--- src/rtl/valiant_pkg.sv ---
package valiant_pkg;
  localparam int PORT_N = 5;
  typedef enum logic [2:0] {
    PORT_LOCAL = 3'd0,
    PORT_EAST  = 3'd1,
    PORT_WEST  = 3'd2,
    PORT_NORTH = 3'd3,
    PORT_SOUTH = 3'd4
  } port_e;

  function automatic logic [PORT_N-1:0] port_onehot(port_e p);
    logic [PORT_N-1:0] v;
    v = '0;
    v[p] = 1'b1;
    return v;
  endfunction
endpackage

--- src/rtl/via_picker.sv ---
module via_picker #(
  parameter int MESH_X = 4,
  parameter int MESH_Y = 4,
  parameter int LFSR_W = 16,
  parameter logic [LFSR_W-1:0] SEED = 16'hACE1,
  parameter logic [LFSR_W-1:0] TAPS = 16'hB400,
  localparam int XW = (MESH_X > 1) ? $clog2(MESH_X) : 1,
  localparam int YW = (MESH_Y > 1) ? $clog2(MESH_Y) : 1
) (
  input  logic          clk,
  input  logic          rst_n,
  output logic [XW-1:0] mid_x,
  output logic [YW-1:0] mid_y
);
  localparam int NODES = MESH_X * MESH_Y;
  localparam int NW    = (NODES > 1) ? $clog2(NODES) : 1;
  localparam int PW    = LFSR_W + NW;

  logic [LFSR_W-1:0] lfsr_q;
  logic [LFSR_W-1:0] lfsr_d;

  // Multiply-high fold: maps the generator state evenly onto 0..NODES-1.
  function automatic logic [NW-1:0] fold_index(logic [LFSR_W-1:0] v);
    logic [PW-1:0] prod;
    prod = {{NW{1'b0}}, v} * PW'(NODES);
    return prod[PW-1:LFSR_W];
  endfunction

  always_comb begin
    lfsr_d = lfsr_q >> 1;
    if (lfsr_q[0]) lfsr_d = lfsr_d ^ TAPS;
  end

  always_ff @(posedge clk) begin
    if (!rst_n) lfsr_q <= SEED;
    else        lfsr_q <= lfsr_d;
  end

  logic [NW-1:0] node_idx;
  assign node_idx = fold_index(lfsr_q);
  assign mid_x    = XW'(int'(node_idx) % MESH_X);
  assign mid_y    = YW'(int'(node_idx) / MESH_X);

  a_r3_state_nonzero: assert property (@(posedge clk) disable iff (!rst_n)
    lfsr_q != '0);
  a_r3_state_moves: assert property (@(posedge clk) disable iff (!rst_n)
    $past(rst_n) |-> !$stable(lfsr_q));
  a_r11_seed_after_reset: assert property (@(posedge clk) disable iff (!rst_n)
    !$past(rst_n) |-> lfsr_q == SEED);
endmodule

--- src/rtl/route_step.sv ---
module route_step
  import valiant_pkg::*;
#(
  parameter int MESH_X = 4,
  parameter int MESH_Y = 4,
  localparam int XW = (MESH_X > 1) ? $clog2(MESH_X) : 1,
  localparam int YW = (MESH_Y > 1) ? $clog2(MESH_Y) : 1
) (
  input  logic [XW-1:0]     cur_x,
  input  logic [YW-1:0]     cur_y,
  input  logic [XW-1:0]     dst_x,
  input  logic [YW-1:0]     dst_y,
  input  logic [XW-1:0]     mid_x,
  input  logic [YW-1:0]     mid_y,
  input  logic              phase_in,
  output logic [PORT_N-1:0] port_sel,
  output logic              phase_out,
  output logic              at_mid_turn
);
  // Dimension-ordered step: close X first, then Y, else eject.
  function automatic port_e xy_step(logic [XW-1:0] cx, logic [YW-1:0] cy,
                                    logic [XW-1:0] tx, logic [YW-1:0] ty);
    if (cx < tx)      return PORT_EAST;
    else if (cx > tx) return PORT_WEST;
    else if (cy < ty) return PORT_NORTH;
    else if (cy > ty) return PORT_SOUTH;
    else              return PORT_LOCAL;
  endfunction

  logic          at_mid;
  logic [XW-1:0] tgt_x;
  logic [YW-1:0] tgt_y;
  port_e         dir;

  assign at_mid      = (cur_x == mid_x) && (cur_y == mid_y);
  assign at_mid_turn = !phase_in && at_mid;
  assign phase_out   = phase_in || at_mid;
  assign tgt_x       = phase_out ? dst_x : mid_x;
  assign tgt_y       = phase_out ? dst_y : mid_y;
  assign dir         = xy_step(cur_x, cur_y, tgt_x, tgt_y);
  assign port_sel    = port_onehot(dir);
endmodule

--- src/rtl/valiant_route_unit.sv ---
module valiant_route_unit
  import valiant_pkg::*;
#(
  parameter int MESH_X = 4,
  parameter int MESH_Y = 4,
  parameter int LFSR_W = 16,
  parameter logic [LFSR_W-1:0] SEED = 16'hACE1,
  parameter logic [LFSR_W-1:0] TAPS = 16'hB400,
  localparam int XW = (MESH_X > 1) ? $clog2(MESH_X) : 1,
  localparam int YW = (MESH_Y > 1) ? $clog2(MESH_Y) : 1
) (
  input  logic              clk,
  input  logic              rst_n,
  input  logic              inj_valid,
  output logic              stamp_valid,
  output logic [XW-1:0]     stamp_mid_x,
  output logic [YW-1:0]     stamp_mid_y,
  output logic              stamp_phase,
  input  logic [XW-1:0]     hop_x,
  input  logic [YW-1:0]     hop_y,
  input  logic [XW-1:0]     hdr_dst_x,
  input  logic [YW-1:0]     hdr_dst_y,
  input  logic [XW-1:0]     hdr_mid_x,
  input  logic [YW-1:0]     hdr_mid_y,
  input  logic              hdr_phase,
  output logic [PORT_N-1:0] route_port,
  output logic              route_phase
);
  logic turn_event;

  via_picker #(.MESH_X(MESH_X), .MESH_Y(MESH_Y), .LFSR_W(LFSR_W),
               .SEED(SEED), .TAPS(TAPS)) u_pick (
    .clk(clk), .rst_n(rst_n), .mid_x(stamp_mid_x), .mid_y(stamp_mid_y));

  assign stamp_valid = inj_valid;
  assign stamp_phase = 1'b0;

  route_step #(.MESH_X(MESH_X), .MESH_Y(MESH_Y)) u_step (
    .cur_x(hop_x), .cur_y(hop_y), .dst_x(hdr_dst_x), .dst_y(hdr_dst_y),
    .mid_x(hdr_mid_x), .mid_y(hdr_mid_y), .phase_in(hdr_phase),
    .port_sel(route_port), .phase_out(route_phase), .at_mid_turn(turn_event));

  a_r1_mid_in_mesh: assert property (@(posedge clk) disable iff (!rst_n)
    stamp_valid |-> (int'(stamp_mid_x) < MESH_X) && (int'(stamp_mid_y) < MESH_Y));
  a_r8_port_onehot: assert property (@(posedge clk) disable iff (!rst_n)
    $countones(route_port) == 1);
  a_r6_phase_sticks: assert property (@(posedge clk) disable iff (!rst_n)
    hdr_phase |-> route_phase);
  a_r5_turn_sets_phase: assert property (@(posedge clk) disable iff (!rst_n)
    turn_event |-> route_phase && !route_port[PORT_LOCAL] ||
                   (hop_x == hdr_dst_x && hop_y == hdr_dst_y));
  a_r7_local_only_at_dest: assert property (@(posedge clk) disable iff (!rst_n)
    route_port[PORT_LOCAL] |-> route_phase && hop_x == hdr_dst_x && hop_y == hdr_dst_y);
endmodule

--- config.mk ---
export PLATFORM = sky130hd
export DESIGN_NAME = valiant_route_unit
export DESIGN_NICKNAME = d
export VERILOG_FILES = /design/src/rtl/valiant_pkg.sv /design/src/rtl/via_picker.sv /design/src/rtl/route_step.sv /design/src/rtl/valiant_route_unit.sv
export SDC_FILE = /design/constraint.sdc
export NUM_CORES = 1
export LEC_CHECK = 0
export BUFFER_PORTS_ARGS = -buffer_cell sky130_fd_sc_hd__buf_2
export CAP_MARGIN = 20
export CORE_UTILIZATION = 43
export DETAILED_ROUTE_END_ITERATION = 10
export PLACE_DENSITY = 0.72
export SLEW_MARGIN = 25
export SYNTH_ARGS = -nofsm -noshare
export SYNTH_HDL_FRONTEND = slang
export SYNTH_SLANG_ARGS = --single-unit
export TNS_END_PERCENT = 20
--- constraint.sdc ---
create_clock -name clk -period 4.6 [get_ports clk]
set_clock_uncertainty 0.05 [all_clocks]
set_input_delay 0.69 -clock clk [delete_from_list [all_inputs] [get_ports clk]]
set_output_delay 0.69 -clock clk [all_outputs]
set_load 0.01 [all_outputs]
Yosys cells after proc, flatten, opt, wreduce, memory -nomap -nowiden. Cells that the tools add are included.

Output and inout bits: 12. Register bits: 16. Input port bits: 16.

Muxes and demuxes: 9. Reduce and logical (&&, ||, !) cells: 3. Magnitude comparators: 6. Equal/unequal tests: 2. Bitwise logic cells: 1.

Operators by type and width (number): $mux 16 (1); $mux 3 (4); $eq 2x2->1 (2); $gt 2x2->1 (2); $lt 2x2->1 (2); $lt 3x4->1 const B (1); $mux 2 (2); $not 3->4 (1); $demux 1 s3 (1); $ge 3x1->1 const B (1); $logic_and 1x1->1 (2); $logic_or 1x1->1 (1); $mux 1 (1).

Depth between registers and ports, before layout.
Depth in word-level cells: 13. Mapped depth: 7. Depth with buffers taken out: 7.

Modules after synthesis. From an unflattened synthesis, not the netlist that was laid out.

Cell total of the unflattened synthesis: 73. Area, all modules: 725.7 µm².

By module, submodules not included: via_picker (instances 1, sequential area each 320.3 µm², cells an instance 40, area an instance 483.0 µm²); route_step (instances 1, sequential area each 0.0 µm², cells an instance 30, area an instance 224.0 µm²); valiant_route_unit (instances 1, sequential area each 0.0 µm², cells an instance 3, area an instance 18.8 µm²).

Worst setup path before layout. No wires, ideal clock.

Path kind: input to output. Start point: input hop_y[0]. End point: output route_port[4]. Arrival: 2.245 ns. Path slack: 1.615 ns. Path buffers: 0. Required time: 3.860 ns. Cell stages on the path: 6. Cells stage by stage: xnor2_1 -> a41oi_2 -> mux2_2 -> ha_1 -> o211ai_1 -> nor3b_1.

Word-level cells in the longest chain between the ends: 13.

Ends and longest elaborated chain: from (decl) (line valiant_route_unit.sv:20) `input logic [YW-1:0] hop_y,`; $eq 2x2->1 (line route_step.sv:35) `assign at_mid = (cur_x == mid_x) && (cur_y == mid_y);`; $logic_and 1x1->1 (line route_step.sv:35); $logic_or 1x1->1 (line route_step.sv:37) `assign phase_out = phase_in || at_mid;`; $mux 2 (line route_step.sv:39) `assign tgt_y = phase_out ? dst_y : mid_y;`; $gt 2x2->1 (line route_step.sv:26) `else if (cy > ty) return PORT_SOUTH;`; $mux 3 (line route_step.sv:26); $mux 3 (line route_step.sv:25) `else if (cy < ty) return PORT_NORTH;`; $mux 3 (line route_step.sv:24) `else if (cx > tx) return PORT_WEST;`; $mux 3 (*) (line route_step.sv:23) `if (cx < tx) return PORT_EAST;`; $lt 3x4->1 (not written as such) / $ge 3x1->1 (equally long branches) (line valiant_pkg.sv:14) `v[p] = 1'b1;`; $logic_and 1x1->1 (not written as such) (line valiant_pkg.sv:14); $mux 1 (not written as such) (line valiant_pkg.sv:14); $demux 1 s3 (*); to (decl) (line valiant_route_unit.sv:26) `output logic [PORT_N-1:0] route_port,`.

Every way passes the cells marked *; elsewhere a longest branch is shown, timed or not.

Final worst setup path.
Start point: input hdr_mid_x[1]. End point: output route_port[4].

Word-level cells in the longest chain between the ends: 13.

Ends and longest elaborated chain: from (decl) (line valiant_route_unit.sv:23) `input logic [XW-1:0] hdr_mid_x,`; $eq 2x2->1 (line route_step.sv:35); $logic_and 1x1->1 (line route_step.sv:35); $logic_or 1x1->1 (line route_step.sv:37); $mux 2 (line route_step.sv:39); $gt 2x2->1 (line route_step.sv:26); $mux 3 (line route_step.sv:26); $mux 3 (line route_step.sv:25); $mux 3 (line route_step.sv:24); $mux 3 (*) (line route_step.sv:23); $lt 3x4->1 (not written as such) / $ge 3x1->1 (equally long branches) (line valiant_pkg.sv:14); $logic_and 1x1->1 (not written as such) (line valiant_pkg.sv:14); $mux 1 (not written as such) (line valiant_pkg.sv:14); $demux 1 s3 (*).

Marks and branches as above.

==> flow_summary.yaml <==
routing:
  vias: 487
  vias_per_cell: 4.55
  drtPass1Iterations: 4
  wl_per_cell_um: 9.92
  drt_iter0_drc: 3
  ant_nets: 0
  drt-total-wl_um: 1060
  remaining_drc_errors: 0
clock_tree:
  cts_max_level: 1
  hold_buffers: 0
  clk_latency_ps: 280
  post_cts.repair.setup_buffers: 0
  post_cts_resized: 0
  clockBufferDepth: 2
  numCtsBuffers: 3
  cts.sinks: 16
  clk_pin_slew_ps: 90
  cts_tree: "yes"
  root_buffer: "clkbuf_4"
global_route:
  grt_usage: 0.136
  grt_antenna_before_repair: 0
  grt-ovfl-total: 0
  grt_pass1_vias: 426
  grt_pass1_wl_um: 1780
  grt_max_degree: 17
power_and_ir_drop:
  power.density_nw_per_um2: 356
  p_leak_nw: 0.400
  peakVddDrop_mv: 0.229
floorplanning:
  fp.coreArea_um2: 1520
  pin_count: 28
  rows: 14
  die_h_um: 42.5
  initial_core_util: 0.463
  die-area_um2: 1810
  fp.dieW_um: 42.5
logic_synthesis:
  synth.most_common_cell: "dfxtp_1"
  synth_top_cell_by_area: "dfxtp_1"
  ys_warn_count: 0
  synthesis.instances: 70
  synth_area_leaders: "dfxtp_1 (45%), xnor2_1 (7.4%), and2_1 (7.1%)"
  synth_flop_cell: "dfxtp_1"
  synth_nets: 90
  synth_edf_count: 0
  yosysSeqAreaShare: 0.454
  ys_types: 20
  syn-cell-area_um2: 706
  syn_avg_cell_area_um2: 10.1
  synth.top_cell.area_share: 0.454
  async_flop_share: 0
  synth.top_cells.by_count: "dfxtp_1 (16), and2_1 (8), buf_4 (6), nand2b_1 (6), xnor2_1 (6)"
  synth-seq-cells: 16
timing:
  finalHoldViolCount: 0
  setup_viol: 0
  rsz0062_at_grt: "false"
  setup_tns_ps: 0
  slew_viol_final: 0
  fin_crit_ps: 3230
  period_share: 0.703
  timing.fmax_mhz: 309
worst_setup_path:
  cp-start-kind: "input port"
  path_class: "input port to output port"
  worstPathRequired_ps: 3860
  cp-end-kind: "output port"
  crit_fanout: 5
  worst_ep_arrival_time_ps: 2490
cells_and_area:
  syn_to_final_growth_pct: 18.1
  drive_gt1_frac: 0.341
  num_antenna_cells: 0
  largest_reg_flops: 16
  final_core_util: 0.547
  reg.largest.list: "u_pick.lfsr_q x16"
  design_area_um2: 833
  nNetsFinal: 112
  top_register: "u_pick.lfsr_q"
placement:
  place_congestion: 0.698
  io_buffers: 24
  placed_area_um2: 797
  dp_hpwl_um: 842
worst_hold_path:
  min_path_type: "flop to flop"
status:
  status: "completed"
flow_run:
  drv_cap: 0
routing by layer:
layer	global-route usage	routed length, um	vias to the layer above
li1	-	-	256
met1	0.171	507	209
met2	0.194	463	20
met3	0.0603	75	2
met4	0.0750	14	0
met5	0	0	-
stage by stage:
step,setup WS (ps),total power (W),hold WS (ps),instances
2_1_floorplan,1610,0.000194,336,70
3_3_place_gp,1410,0.000208,345,103
3_5_place_dp,1360,0.000209,344,103
4_1_cts,1350,0.000300,375,107
5_1_grt,1240,0.000317,382,107
6_report,1370,0.000297,373,107
worst paths after layout:
| check | startpoint | end | slack (ps) | cells after the start |
|---|---|---|---|---|
| hold / removal | u_pick.lfsr_q[7] | u_pick.lfsr_q[6] | 370 | 1 |
| setup / recovery | hdr_mid_x[1] | route_port[4] | 1370 | 8 |
| hold reg to reg | u_pick.lfsr_q[7] | u_pick.lfsr_q[6] | 370 | 1 |
| setup reg to reg | u_pick.lfsr_q[0] | u_pick.lfsr_q[12] | 3770 | 2 |
worst max-delay path, stage by stage:
cell      delay [ps]
buf_2            110
xnor2_1          150
a41oi_2          350
mux2_2           380
ha_1             290
o211ai_1         130
nor3b_1          240
buf_2            170
final cells by class:
cell class,count,area [um^2]
inverter,5,18.8
sequential,16,320
tap,16,20.0
timing repair buffer,24,120
multi-input combinational,42,318
clock buffer,4,36.3
fill,152,691
kinds of logic after synthesis:
kind of cell | share of synthesized area
buffers and inverters | 0.0957
and+or+nand+nor | 0.172
xor gates and xnor gates | 0.0869
muxes | 0.0603
other | 0.00531
adders and majority gates | 0.0709
DFF | 0.454
AOI/OAI and AO/OA | 0.0550
where the power goes:
part | leakage (nW) | internal [W] | switching [W]
clock | 0.0210 | 0.0000482 | 0.0000431
sequential | 0.133 | 0.000148 | 0.00000368
combinational | 0.246 | 0.0000274 | 0.0000266
cell usage in the layout (no fill, tap or decap), drive strengths merged:
cell type / n
buf: 24
dfxtp: 16
and2: 8
xnor2: 6
nand2b: 6
inv: 5
ha: 4
clkbuf: 4
a21oi: 3
nand2: 3
mux2i: 2
mux2: 2
a41oi: 1
o211ai: 1
nor3b: 1
nor2b: 1
nor2: 1
nor3: 1
xor2: 1
conb: 1
Power figures use the tool's default switching activity.
